--- config.mk ---
export PLATFORM = sky130hd
export DESIGN_NAME = trace_gate_latch
export DESIGN_NICKNAME = d
export VERILOG_FILES = /design/src/rtl/trace_gate_pkg.sv /design/src/rtl/tgl_cfg_regs.sv /design/src/rtl/tgl_match_sample.sv /design/src/rtl/tgl_state_fsm.sv /design/src/rtl/trace_gate_latch.sv
export SDC_FILE = /design/constraint.sdc
export NUM_CORES = 1
export LEC_CHECK = 0
export BUFFER_PORTS_ARGS = -buffer_cell sky130_fd_sc_hd__buf_2
export CORE_ASPECT_RATIO = 1.75
export CORE_MARGIN = 5
export CORE_UTILIZATION = 30
export CTS_BUF_LIST = sky130_fd_sc_hd__clkbuf_8
export CTS_CLUSTER_DIAMETER = 40
export DETAILED_ROUTE_END_ITERATION = 12
export HOLD_SLACK_MARGIN = 0.03
export SKIP_CTS_REPAIR_TIMING = 1
export SYNTH_ARGS = -nofsm -noshare
export SYNTH_HDL_FRONTEND = slang
export SYNTH_SLANG_ARGS = --single-unit
--- constraint.sdc ---
create_clock -name clk -period 1 [get_ports clk]
set_input_delay 0.15 -clock clk [delete_from_list [all_inputs] [get_ports clk]]
set_output_delay 0.15 -clock clk [all_outputs]
set_load 0.005 [all_outputs]
--- src/rtl/trace_gate_pkg.sv ---
`timescale 1ns/1ps
package trace_gate_pkg;
    localparam int unsigned REG_DATA_W  = 32;
    localparam int unsigned REG_ADDR_W  = 2;
    localparam int unsigned FIELD_STEP  = 16;
    localparam int unsigned RES_CODE_W  = 7;

    localparam logic [REG_ADDR_W-1:0] ADDR_SEL_REG = 2'd0;
    localparam logic [REG_ADDR_W-1:0] WP_SEL_REG   = 2'd1;

    localparam logic [RES_CODE_W-1:0] RES_LATCH_CODE = 7'b101_1111;

    typedef enum logic {
        ST_OFF = 1'b0,
        ST_ON  = 1'b1
    } gate_state_e;

    typedef struct packed {
        logic start;
        logic stop;
    } gate_evt_t;
endpackage

--- src/rtl/tgl_cfg_regs.sv ---
`timescale 1ns/1ps
module tgl_cfg_regs
    import trace_gate_pkg::*;
#(
    parameter int unsigned N_ADDR     = 16,
    parameter int unsigned N_WP       = 8,
    parameter bit          WP_PRESENT = 1'b1
) (
    input  logic                  clk,
    input  logic                  rst_n,
    input  logic                  we,
    input  logic [REG_ADDR_W-1:0] addr,
    input  logic [REG_DATA_W-1:0] wdata,
    output logic [REG_DATA_W-1:0] rdata,
    output logic [N_ADDR-1:0]     addr_start_msk,
    output logic [N_ADDR-1:0]     addr_stop_msk,
    output logic [N_WP-1:0]       wp_start_msk,
    output logic [N_WP-1:0]       wp_stop_msk
);
    logic unused_wdata;
    assign unused_wdata = ^wdata;

    always_ff @(posedge clk or negedge rst_n) begin
        if (!rst_n) begin
            addr_start_msk <= '0;
            addr_stop_msk  <= '0;
        end else if (we && addr == ADDR_SEL_REG) begin
            addr_start_msk <= wdata[0 +: N_ADDR];
            addr_stop_msk  <= wdata[FIELD_STEP +: N_ADDR];
        end
    end

    generate
        if (WP_PRESENT) begin : g_wp_regs
            always_ff @(posedge clk or negedge rst_n) begin
                if (!rst_n) begin
                    wp_start_msk <= '0;
                    wp_stop_msk  <= '0;
                end else if (we && addr == WP_SEL_REG) begin
                    wp_start_msk <= wdata[0 +: N_WP];
                    wp_stop_msk  <= wdata[FIELD_STEP +: N_WP];
                end
            end
        end else begin : g_no_wp
            assign wp_start_msk = '0;
            assign wp_stop_msk  = '0;
        end
    endgenerate

    always_comb begin
        rdata = '0;
        unique case (addr)
            ADDR_SEL_REG: begin
                rdata[0 +: N_ADDR]          = addr_start_msk;
                rdata[FIELD_STEP +: N_ADDR] = addr_stop_msk;
            end
            WP_SEL_REG: begin
                rdata[0 +: N_WP]          = wp_start_msk;
                rdata[FIELD_STEP +: N_WP] = wp_stop_msk;
            end
            default: rdata = '0;
        endcase
    end
endmodule

--- src/rtl/tgl_match_sample.sv ---
`timescale 1ns/1ps
module tgl_match_sample
    import trace_gate_pkg::*;
#(
    parameter int unsigned N_ADDR = 16,
    parameter int unsigned N_WP   = 8
) (
    input  logic              clk,
    input  logic              rst_n,
    input  logic [N_ADDR-1:0] addr_match,
    input  logic [N_WP-1:0]   wp_match,
    input  logic [N_ADDR-1:0] addr_start_msk,
    input  logic [N_ADDR-1:0] addr_stop_msk,
    input  logic [N_WP-1:0]   wp_start_msk,
    input  logic [N_WP-1:0]   wp_stop_msk,
    output gate_evt_t         evt_q
);
    gate_evt_t evt_d;

    always_comb begin
        evt_d.start = |(addr_match & addr_start_msk) | |(wp_match & wp_start_msk);
        evt_d.stop  = |(addr_match & addr_stop_msk)  | |(wp_match & wp_stop_msk);
    end

    always_ff @(posedge clk or negedge rst_n) begin
        if (!rst_n) evt_q <= '0;
        else        evt_q <= evt_d;
    end
endmodule

--- src/rtl/tgl_state_fsm.sv ---
`timescale 1ns/1ps
module tgl_state_fsm
    import trace_gate_pkg::*;
(
    input  logic                  clk,
    input  logic                  rst_n,
    input  gate_evt_t             evt,
    input  logic                  onoff,
    input  logic [RES_CODE_W-1:0] res_sel,
    output logic                  state_on,
    output logic                  trace_en,
    output logic                  res_hit
);
    gate_state_e state_q, state_d;

    always_comb begin
        state_d = state_q;
        unique case (state_q)
            ST_OFF: if (evt.start) state_d = ST_ON;
            ST_ON:  if (evt.stop && !evt.start) state_d = ST_OFF;
            default: state_d = ST_OFF;
        endcase
    end

    always_ff @(posedge clk or negedge rst_n) begin
        if (!rst_n) state_q <= ST_OFF;
        else        state_q <= state_d;
    end

    always_comb begin
        state_on = (state_q == ST_ON);
        trace_en = state_on && onoff;
        res_hit  = state_on && (res_sel == RES_LATCH_CODE);
    end
endmodule

--- src/rtl/trace_gate_latch.sv ---
`timescale 1ns/1ps
module trace_gate_latch
    import trace_gate_pkg::*;
#(
    parameter int unsigned N_ADDR     = 16,
    parameter int unsigned N_WP       = 8,
    parameter bit          WP_PRESENT = 1'b1
) (
    input  logic                  clk,
    input  logic                  rst_n,
    input  logic                  cfg_we_i,
    input  logic [1:0]            cfg_addr_i,
    input  logic [31:0]           cfg_wdata_i,
    output logic [31:0]           cfg_rdata_o,
    input  logic [15:0]           addr_match_i,
    input  logic [7:0]            wp_match_i,
    input  logic                  onoff_i,
    input  logic [6:0]            res_sel_i,
    output logic                  trace_en_o,
    output logic                  res_hit_o
);
    logic [N_ADDR-1:0] addr_start_msk, addr_stop_msk;
    logic [N_WP-1:0]   wp_start_msk, wp_stop_msk;
    gate_evt_t         evt_q;
    logic              start_q, stop_q, trace_on;

    tgl_cfg_regs #(.N_ADDR(N_ADDR), .N_WP(N_WP), .WP_PRESENT(WP_PRESENT)) u_regs (
        .clk           (clk),
        .rst_n         (rst_n),
        .we            (cfg_we_i),
        .addr          (cfg_addr_i),
        .wdata         (cfg_wdata_i),
        .rdata         (cfg_rdata_o),
        .addr_start_msk(addr_start_msk),
        .addr_stop_msk (addr_stop_msk),
        .wp_start_msk  (wp_start_msk),
        .wp_stop_msk   (wp_stop_msk)
    );

    tgl_match_sample #(.N_ADDR(N_ADDR), .N_WP(N_WP)) u_sample (
        .clk           (clk),
        .rst_n         (rst_n),
        .addr_match    (addr_match_i[N_ADDR-1:0]),
        .wp_match      (wp_match_i[N_WP-1:0]),
        .addr_start_msk(addr_start_msk),
        .addr_stop_msk (addr_stop_msk),
        .wp_start_msk  (wp_start_msk),
        .wp_stop_msk   (wp_stop_msk),
        .evt_q         (evt_q)
    );

    assign start_q = evt_q.start;
    assign stop_q  = evt_q.stop;

    tgl_state_fsm u_fsm (
        .clk     (clk),
        .rst_n   (rst_n),
        .evt     (evt_q),
        .onoff   (onoff_i),
        .res_sel (res_sel_i),
        .state_on(trace_on),
        .trace_en(trace_en_o),
        .res_hit (res_hit_o)
    );
endmodule

# After elaboration in Yosys (flattened, before gate mapping)
# Cells that the tools add are included.
# totals
in_bits	69
latchBits	0
ff_bits	51
ram_bits	0
romBits	0
memories	0
# op_classes
bitwise_logic	7
mux	7
n_eq_ne	2
n_mul	0
reduce_logical	11
magnitude_cmp	0
shift	0
div_mod_pow	0
n_addsub	0
# ops
operator	count
$and A16 B16 Y16	2
$pmux W8 S2	2
$reduce_or A16 Y1	2
$and A8 B8 Y8	2
$mux W8	2
$reduce_or A8 Y1	2
$eq A7 B7 Y1 const B	1
$logic_and A1 B1 Y1	5
$eq A2 B1 Y1 const B	1
$logic_not A2 Y1	1
$mux W1	2
$or A1 B1 Y1	2
$pmux W1 S2	1
$logic_not A1 Y1	1
$not A1 Y1	1

# Logic depth before layout (Yosys ltp)
# Gate-level depths: netlist (run 1).
# logic_depth
depth_word	4
mapped_depth	6

# By module
# From an unflattened synthesis (run 1), not the netlist that was laid out.
# hier_totals
cells_unflattened	197
hier_area_um2	2519.9
# by_module_without_submodules
module	cells_each	instances	area_each_um2
tgl_cfg_regs	156	1	2178.3
tgl_match_sample	34	1	280.3
tgl_state_fsm	7	1	61.3

# Least setup slack after synthesis (run 1)
# OpenSTA, ideal clock, no wires.
# synth_path
kind	input-to-reg
startpoint	input cfg_addr_i[1]
endpoint	register u_regs.addr_start_msk[0]
setup_ns	0.125
path_buffers	3
t_arrival_ns	1.139
setup_slack_ns	-0.264
cell_stages	6
cell_sequence	buf_4 > nor2_4 > and2_4 > buf_6 > buf_8 > mux2_4
# synth_between
elab_chain_len	2
# synth_lines
item	line	rtl
from (decl)	trace_gate_latch.sv:12	input logic [1:0] cfg_addr_i,
$logic_not A2 Y1	tgl_cfg_regs.sv:27	end else if (we && addr == ADDR_SEL_REG) begin
$logic_and A1 B1 Y1	tgl_cfg_regs.sv:27	
to (signal assigned)	tgl_cfg_regs.sv:28	addr_start_msk <= wdata[0 +: N_ADDR];
to (decl)	tgl_cfg_regs.sv:15	output logic [N_ADDR-1:0] addr_start_msk,
# Every way passes these cells.
# A chain may end at the register's enable or synchronous reset.

# Worst setup path after layout (run 1)
# layout_path
startpoint	register u_regs.addr_stop_msk[3]
endpoint	output cfg_rdata_o[19]
# layout_between
elab_chain_len	1
# layout_lines
item	line	rtl
from (decl)	tgl_cfg_regs.sv:16	output logic [N_ADDR-1:0] addr_stop_msk,
from (signal assigned)	tgl_cfg_regs.sv:29	addr_stop_msk <= wdata[FIELD_STEP +: N_ADDR];
$pmux W8 S2	tgl_cfg_regs.sv:52	unique case (addr)
to (decl)	trace_gate_latch.sv:14	output logic [31:0] cfg_rdata_o,
# Every way passes these cells.

==> results of run 1 <==
==> registers in the layout, indices dropped and copies added (netlist names) <==
register / cells
u_regs.wp_start_msk: 8
u_regs.addr_start_msk: 16
u_fsm.state_on: 1
u_sample.evt_q: 2
u_regs.addr_stop_msk: 16
u_regs.wp_stop_msk: 8
==> cell usage after synthesis <==
master,instances,area share
nor2_4,1,0.0043
nand3b_4,1,0.0076
mux2_2,18,0.077
buf_4,1,0.0028
inv_1,1,0.0014
nand4_1,7,0.017
a22oi_1,24,0.068
buf_6,2,0.0085
nor2_1,17,0.024
mux2_4,30,0.17
mux2i_1,16,0.060
buf_2,2,0.0038
buf_8,3,0.017
or3_1,2,0.0047
dfrtp_1,51,0.48
clkbuf_1,2,0.0028
and2_1,17,0.040
nand4b_1,1,0.0033
and2_4,1,0.0033
a21o_1,1,0.0028
==> power by group through the flow <==
stage | Clock (uW) | Sequential, uW | Combinational [uW]
floorplan | 0 | 2670 | 893
global placement | 0 | 2690 | 1850
detailed placement | 0 | 2710 | 1870
CTS | 1360 | 2670 | 1880
global route | 1460 | 2750 | 2540
finish | 1330 | 2710 | 2360
==> final timing paths <==
check	endpoint	slack [ns]
setup / recovery	cfg_rdata_o[19]	-0.37
hold / removal	u_regs.addr_start_msk[13]	0.06
setup reg to reg	u_sample.evt_q[1]	-0.32
hold reg to reg	u_fsm.state_on	0.43
max in group asynchronous	u_regs.addr_stop_msk[1]	0.40
min in group asynchronous	u_regs.wp_start_msk[4]	0.36
==> placed cells by master, fill, tap and decap left out, types with 10 or more instances in the layout <==
master   synthesis  final
a22oi_1         24     17
and2_1          17     10
buf_2            2     95
buf_4            1     22
buf_6            2     41
dfrtp_1         51     51
mux2_2          18     18
mux2_4          30     30
mux2i_1         16     11
nor2_1          17     17
==> metrics by stage <==
step	instances	cell area (um^2)
after floorplan	198	2670
after global placement	451	3590
after detailed placement	451	3590
after CTS	459	3700
after global routing	476	4100
final	476	4100
==> per-layer routing <==
layer,track usage,vias up
li1,-,1043
met1,0.172,1100
met2,0.283,70
met3,0.0282,6
met4,0.0461,0
met5,0,-
==> layout make-up <==
type | instances | area [um^2]
clock buffers | 7 | 96.3
well taps | 117 | 146
clock inverters | 1 | 7.51
multi-input cells | 136 | 1370
repair buffers | 163 | 1190
fillers | 848 | 4570
inverters | 1 | 3.75
flip-flops and latches | 51 | 1280
==> kinds of logic after synthesis <==
logic type,Yosys count,synth area share
AO/OA/AOI/OAI,25,0.0709
buffers and inverters,11,0.0364
flip-flops,51,0.482
multiplexers,64,0.307
AND/OR/NAND/NOR,47,0.104
==> impl_metrics.py, run 1 <==
metrics = {
    "outcome": {
        "status": "complete, but fails checks",
        "violations": "setup timing",
    },
    "critical_path": {
        "r2r_start": "u_regs.addr_start_msk[0]",
        "rr_worst_depth": 3,
        "start_kind": "flip-flop",
        "setup.worst_path.class": "flip-flop to output pin",
        "crit_start": "u_regs.addr_stop_msk[3]",
        "path_cells": "buf_6 > mux2i_2 > nor2_1 > buf_2",
        "required_ns": 0.85,
        "arrival_ns": 1.22,
        "cp_num_buf_inv": 2,
        "worstPathMaxFanout": 2,
        "slowest_delay_ns": 0.42,
        "crit_family": "flip-flops",
        "slowest_stage": "dfrtp_1",
        "cp_num_cells": 4,
        "end_kind": "output pin",
    },
    "placed_design": {
        "port_buffers": 102,
        "place_ws_ns": -0.446,
        "dpl.hpwl_um": 6420,
        "gp_congestion": 0.764,
    },
    "timing": {
        "final.setup.tns_ns": -8.42,
        "setup_violations": 37,
        "slew_headroom": 0.809,
        "period_share": 1.37,
        "slew_violations": 0,
        "tightest_slew_ns": 0.286,
        "period_needed_ns": 1.37,
        "hold_ws_ns": 0.0644,
        "setup_ws_ns": -0.374,
        "skew_ns": 0.00798,
        "finalHoldViolCount": 0,
        "fmax_mhz": 728,
        "rsz0062_at_grt": "yes",
    },
    "pwr": {
        "max-vdd-ir-drop_uv": 750,
        "p_seq_frac": 0.424,
        "p_total_uw": 6400,
        "pwr_density_cell_nw_per_um2": 1560,
        "leakagePower_uw": 0.00202,
        "switching_power_uw": 1780,
        "swShare": 0.278,
        "p_comb_frac": 0.368,
        "power.internal_uw": 4620,
        "pwr-share-clk": 0.208,
    },
    "global_route": {
        "grt_max_degree": 52,
        "grt_use_total": 0.153,
        "grt.overflow.total": 0,
        "grt_pass1_vias": 2355,
        "antenna_found_initial": 0,
        "grt_pass1_wl_um": 12400,
    },
    "clock_network": {
        "worstSkewPairLatency_ns": 0.31,
        "cts-htree-levels": 2,
        "cts_root_buf": "clkbuf_8",
        "clk_path_buf_depth": 2,
        "clk_pin_slew_worst_paths_ns": 0.10,
        "cts_buffers": 5,
        "clkSinkCount": 51,
        "cts_tree": "built",
    },
    "floorplan": {
        "initial_utilization": 0.305,
        "dieWidth_um": 81.0,
        "die_h_um": 134,
        "die-area_um2": 10900,
        "rows": 45,
        "core_um2": 8670,
        "ios": 103,
    },
    "synthesis": {
        "synth_cell_types": 20,
        "synth-seq-area-share": 0.482,
        "avgSynthCellArea_um2": 13.4,
        "synth_fp_nets": 267,
        "yosys_warnings": 0,
        "syn_area_um2": 2650,
        "ys_seq_elements": 51,
        "synthCells": 198,
    },
    "min_path": {
        "min-delay-start": "cfg_wdata_i[13]",
        "hp-class": "primary input to flip-flop",
        "holdPathStages": 2,
    },
    "route": {
        "drc": 0,
        "drt-met1-wl_um": 3090,
        "num_vias": 2219,
        "wl_met2_um": 4720,
        "routed_wl_um": 8320,
        "first_pass_iters": 4,
        "via_per_inst": 4.66,
        "drt-initial-drc-count": 92,
        "antenna_left": 0,
        "topRoutingLayerUsed": "met4",
        "wl_met3_um": 406,
        "wl_per_cell_um": 17.5,
    },
    "finish": {
        "drive_gt1_frac": 0.669,
        "diodes": 0,
        "syn_to_final_growth_pct": 54.7,
        "postLayoutCoreUtil": 0.472,
        "nets": 427,
    },
    "flow_run": {
        "drv_cap": 0,
    },
}
Power figures use the tool's default switching activity.
==> run 2: changes to the inputs <==
Clock period 1 ns to 1.7 ns, I/O delays scaled along.
==> run 2 against run 1 <==
Compared with the run above:
- the flow now finishes without violations
- combinational power down 66%
- hold slack improved by 0.094 ns
- core utilization decreased by 7.7 points
- design area fell by 16%
- clock-buffer cell count shrank 1
- sequential cell count unchanged
- non-clock buffer count down 54
- highest routed layer unchanged
==> impl_metrics.py, run 2 (synthesis gave the netlist of run 1 again) <==
metrics = {
    "outcome": {
        "status": "complete, no violations",
    },
    "floorplan": {
        "rows": 45,
        "dieWidth_um": 81.0,
        "ios": 103,
        "initial_utilization": 0.305,
        "die-area_um2": 10900,
        "core_um2": 8670,
        "die_h_um": 134,
    },
    "pwr": {
        "p_comb_frac": 0.241,
        "p_seq_frac": 0.488,
        "swShare": 0.277,
        "pwr_density_cell_nw_per_um2": 967,
        "leakagePower_uw": 0.00171,
        "max-vdd-ir-drop_uv": 350,
        "switching_power_uw": 917,
        "pwr-share-clk": 0.271,
        "power.internal_uw": 2400,
    },
    "finish": {
        "layout_commonest_cell": "buf_2",
        "fillers": 890,
        "multi_input_area_um2": 1280,
        "postLayoutCoreUtil": 0.395,
        "nets": 373,
        "syn_to_final_growth_pct": 29.3,
        "regArea_um2": 1280,
        "drive_gt1_frac": 0.548,
        "final_cell_mix": "buf_2 (102), dfrtp_1 (51), mux2_4 (30)",
        "top_regs": "u_regs.addr_start_msk x16, u_regs.addr_stop_msk x16",
    },
    "route": {
        "drt-initial-drc-count": 95,
        "num_vias": 1994,
        "routed_wl_um": 7630,
        "antenna_left": 0,
        "via_per_inst": 4.71,
        "first_pass_iters": 4,
        "wl_per_cell_um": 18.0,
        "drc": 0,
    },
    "clock_network": {
        "worstSkewPairLatency_ns": 0.32,
        "cts_buffers": 5,
        "clk_pin_slew_worst_paths_ns": 0.10,
        "clk_path_buf_depth": 2,
        "cts_root_buf": "clkbuf_8",
        "cts-htree-levels": 2,
        "cts_tree": "built",
        "clkSinkCount": 51,
    },
    "critical_path": {
        "required_ns": 1.89,
        "worstPathMaxFanout": 3,
        "arrival_ns": 1.61,
        "start_kind": "flip-flop",
        "setup.worst_path.class": "flip-flop to flip-flop",
        "end_kind": "flip-flop",
    },
    "timing": {
        "setup_violations": 0,
        "skew_ns": 0.00885,
        "slew_headroom": 0.792,
        "slew_violations": 0,
        "final.setup.tns_ns": 0,
        "rsz0062_at_grt": "no",
        "period_share": 0.833,
        "fmax_mhz": 706,
        "finalHoldViolCount": 0,
        "tightest_slew_ns": 0.312,
        "period_needed_ns": 1.42,
    },
    "placed_design": {
        "gp_congestion": 0.812,
        "dpl.hpwl_um": 6130,
        "port_buffers": 102,
    },
    "global_route": {
        "grt_pass1_wl_um": 11800,
        "grt_use_total": 0.146,
        "grt.overflow.total": 0,
        "grt_max_degree": 52,
        "antenna_found_initial": 1,
        "grt_pass1_vias": 2211,
    },
    "min_path": {
        "hp-class": "primary input to flip-flop",
    },
    "flow_run": {
        "drv_cap": 0,
    },
}
-- run 2: cell types whose count changed in the layout (fill, tap and decap cells not counted), moves of 5 or more --
cell     before  now
a22oi_2       7    0
buf_6        41    0
buf_2        95  102
buf_4        22    3
and2_1       10   17
a22oi_1      17   24
and2_4        8    1
mux2i_1      11   16
-- run 2: per-layer routing --
layer / track usage / vias up / share of wire
met5: 0 / - / 0
met4: 0.0724 / 0 / 0.029
met3: 0.0370 / 14 / 0.066
met2: 0.261 / 73 / 0.55
met1: 0.154 / 969 / 0.36
li1: - / 938 / -
-- run 2: worst paths after layout --
path                       depth (start not counted)  slack [ns]                      from                        end
hold reg to reg                                    1        0.44         u_sample.evt_q[1]             u_fsm.state_on
min in group asynchronous                          3        0.46                     rst_n   u_regs.addr_stop_msk[15]
max in group asynchronous                          3        1.01                     rst_n  u_regs.addr_start_msk[12]
hold / removal                                     2        0.16           cfg_wdata_i[13]  u_regs.addr_start_msk[13]
setup / recovery                                   3        0.28  u_regs.addr_start_msk[0]          u_sample.evt_q[1]
setup reg to reg                                   3        0.28  u_regs.addr_start_msk[0]          u_sample.evt_q[1]
-- run 2: through the flow --
stage               setup WS, ns  hold slack, ns  std cells  power, uW  instance area [um^2]
finish                     0.284           0.159        423       3310                  3430
global route               0.245           0.150        423       3500                  3430
CTS                        0.265         -0.0743        421       3350                  3410
detailed placement         0.238           0.273        413       2450                  3300
global placement           0.259           0.264        413       2430                  3300
floorplan                  0.331         -0.0406        198       2090                  2650
-- run 2: cell type report --
cell class | instances | area share
flip-flops and latches | 51 | 0.373
well taps | 117 | 0.0427
clock buffers | 6 | 0.0241
clock inverters | 2 | 0.0102
diodes | 1 | 0.000730
repair buffers | 109 | 0.176
multi-input cells | 136 | 0.373
inverters | 1 | 0.00110
-- run 2: power groups by stage --
stage	Clock [uW]	Sequential, uW	Combinational, uW
6_report	898	1620	798
3_3_place_gp	0	1630	793
5_1_grt	969	1650	876
4_1_cts	927	1620	812
3_5_place_dp	0	1640	809
2_1_floorplan	0	1570	519
-- run 2: worst max-delay path, stage by stage (launching register included) --
cell and delay, ns:
dfrtp_1 0.41, a22oi_1 0.30, nand4_1 0.17, or3_1 0.40
==> run 3: changes to the inputs <==
Settings changed: ABC_AREA set to 1.
Clock period 1.7 ns to 1.3 ns, I/O delays scaled along.
==> run 3 against run 2 <==
Compared with the run above:
- power up 28%
- global-route usage down 0.14 points
- via count up 26%
- sequential power up 23%
- clock skew down 0.0039 ns
- sequential cell count unchanged
- die area up 0.25%
- clock-buffer cell count unchanged
- synthesized cell count up 65%
- area after synthesis up 0.28%
- sequential share of layout area down 2.0 points
==> impl_metrics.py, run 3 <==
metrics = {
    "finish": {
        "layout_commonest_cell": "nand2_1",
        "drive_gt1_frac": 0.371,
        "final_cell_mix": "nand2_1 (106), buf_2 (102), dfrtp_1 (51)",
        "diodes": 0,
        "top_regs": "u_regs.addr_start_msk x16, u_regs.addr_stop_msk x16",
        "syn_to_final_growth_pct": 36.3,
        "stdcell_area_um2": 3620,
        "nets": 526,
    },
    "placed_design": {
        "place_area_um2": 3300,
        "port_buffers": 102,
        "dpl.hpwl_um": 6010,
        "gp_congestion": 0.760,
    },
    "synthesis": {
        "synth_edf_count": 0,
        "yosysMostFrequentCell": "nand2_1",
        "synth_area_leader_cell": "dfrtp_1",
        "yosys_warnings": 0,
        "ys_seq_elements": 51,
        "synth_area_leaders": "dfrtp_1 (48%), nand2_1 (15%), nor2_1 (6.4%)",
        "yosys-top-cells-count": "nand2_1 (106), dfrtp_1 (51), nor2_1 (45)",
        "synth_fp_nets": 396,
        "async_flop_share": 1.00,
        "avgSynthCellArea_um2": 8.12,
        "synth_top_area_share": 0.480,
        "syn_area_um2": 2660,
        "synth-main-ff-cell": "dfrtp_1",
        "synthCells": 327,
        "synth_cell_types": 19,
        "synth-seq-area-share": 0.480,
    },
    "global_route": {
        "grt_use_total": 0.145,
        "grt.overflow.total": 0,
        "grt_pass1_vias": 2617,
        "grt_pass1_wl_um": 12200,
        "grt_max_degree": 65,
        "antenna_found_initial": 0,
    },
    "route": {
        "drt-initial-drc-count": 48,
        "antenna_left": 0,
        "wl_per_cell_um": 13.3,
        "first_pass_iters": 4,
        "num_vias": 2515,
        "routed_wl_um": 7630,
        "drc": 0,
        "via_per_inst": 4.37,
    },
    "pwr": {
        "max-vdd-ir-drop_uv": 657,
        "leakagePower_uw": 0.00207,
        "pwr_density_cell_nw_per_um2": 1170,
    },
    "timing": {
        "period_share": 0.982,
        "period_needed_ns": 1.28,
        "fmax_mhz": 783,
        "setup_violations": 0,
        "skew_ns": 0.00495,
        "final.setup.tns_ns": 0,
        "slew_headroom": 0.723,
        "finalHoldViolCount": 0,
        "tightest_slew_ns": 0.415,
        "slew_violations": 0,
        "rsz0062_at_grt": "yes",
    },
    "critical_path": {
        "required_ns": 1.11,
        "end_kind": "output pin",
        "setup.worst_path.class": "flip-flop to output pin",
        "start_kind": "flip-flop",
        "worstPathMaxFanout": 3,
        "arrival_ns": 1.08,
    },
    "clock_network": {
        "cts_tree": "built",
        "clk_path_buf_depth": 2,
        "worstSkewPairLatency_ns": 0.31,
        "cts-htree-levels": 2,
        "clkSinkCount": 51,
        "cts_buffers": 5,
        "clk_pin_slew_worst_paths_ns": 0.09,
        "cts_root_buf": "clkbuf_8",
    },
    "flow_run": {
        "drv_cap": 0,
    },
    "floorplan": {
        "dieWidth_um": 81.1,
        "core_um2": 8670,
        "die-area_um2": 10900,
        "initial_utilization": 0.306,
        "die_h_um": 134,
        "rows": 45,
        "ios": 103,
    },
    "min_path": {
        "hp-class": "primary input to flip-flop",
    },
    "outcome": {
        "status": "complete, no violations",
    },
}
-- run 3: through the flow --
step / instances / hold WS [ns] / utilization / total power (uW) / setup slack, ns
final: 575 / 0.125 / 0.417 / 4250 / 0.0232
after global routing: 575 / 0.114 / 0.417 / 4540 / -0.0244
after CTS: 550 / -0.209 / 0.394 / 4150 / -0.0250
after detailed placement: 542 / 0.133 / 0.380 / 2970 / 0.0757
after global placement: 542 / 0.128 / 0.380 / 2940 / 0.114
after floorplan: 327 / -0.101 / - / 2550 / 0.312
-- run 3: per-layer routing --
layer / part of all wire / vias up / GRT usage / wire [um]
li1: - / 1290 / - / -
met1: 0.37 / 1138 / 0.153 / 2830
met2: 0.56 / 78 / 0.274 / 4240
met3: 0.054 / 9 / 0.0300 / 411
met4: 0.019 / 0 / 0.0498 / 142
met5: 0 / - / 0 / 0
-- run 3: worst paths after layout --
check                                         start                       end  slack, ns  cells past startpoint
setup / recovery           u_regs.addr_start_msk[2]            cfg_rdata_o[2]       0.02                      2
hold / removal                      cfg_wdata_i[28]  u_regs.addr_stop_msk[12]       0.13                      3
max in group asynchronous                     rst_n    u_regs.wp_start_msk[4]       0.50                      3
setup reg to reg           u_regs.addr_start_msk[1]         u_sample.evt_q[1]       0.22                      7
hold reg to reg                   u_sample.evt_q[0]            u_fsm.state_on       0.45                      1
min in group asynchronous                     rst_n            u_fsm.state_on       0.33                      2
-- run 3: kinds of logic after synthesis --
group,after synthesis,synth area share
buffers and inverters,50,0.0970
DFF,51,0.480
AOI/OAI and AO/OA,65,0.179
and+or+nand+nor,161,0.244
-- run 3: report_power, final --
part,switching (uW),internal [uW],leakage [uW]
logic,545,553,0.00141
registers,162,1820,0.000598
clock network,543,624,0.0000612
-- run 3: critical path, stage by stage (launching register included) --
cell and delay (ns):
dfrtp_1 0.42, a22o_1 0.23, buf_2 0.13
-- run 3: final cells by class --
class / instances / area, um^2
clock buffer: 6 / 82.6
clock inverter: 2 / 35.0
fill: 927 / 5050
inverter: 38 / 146
multi-input combinational: 226 / 1120
sequential: 51 / 1280
tap: 117 / 146
timing repair buffer: 135 / 811
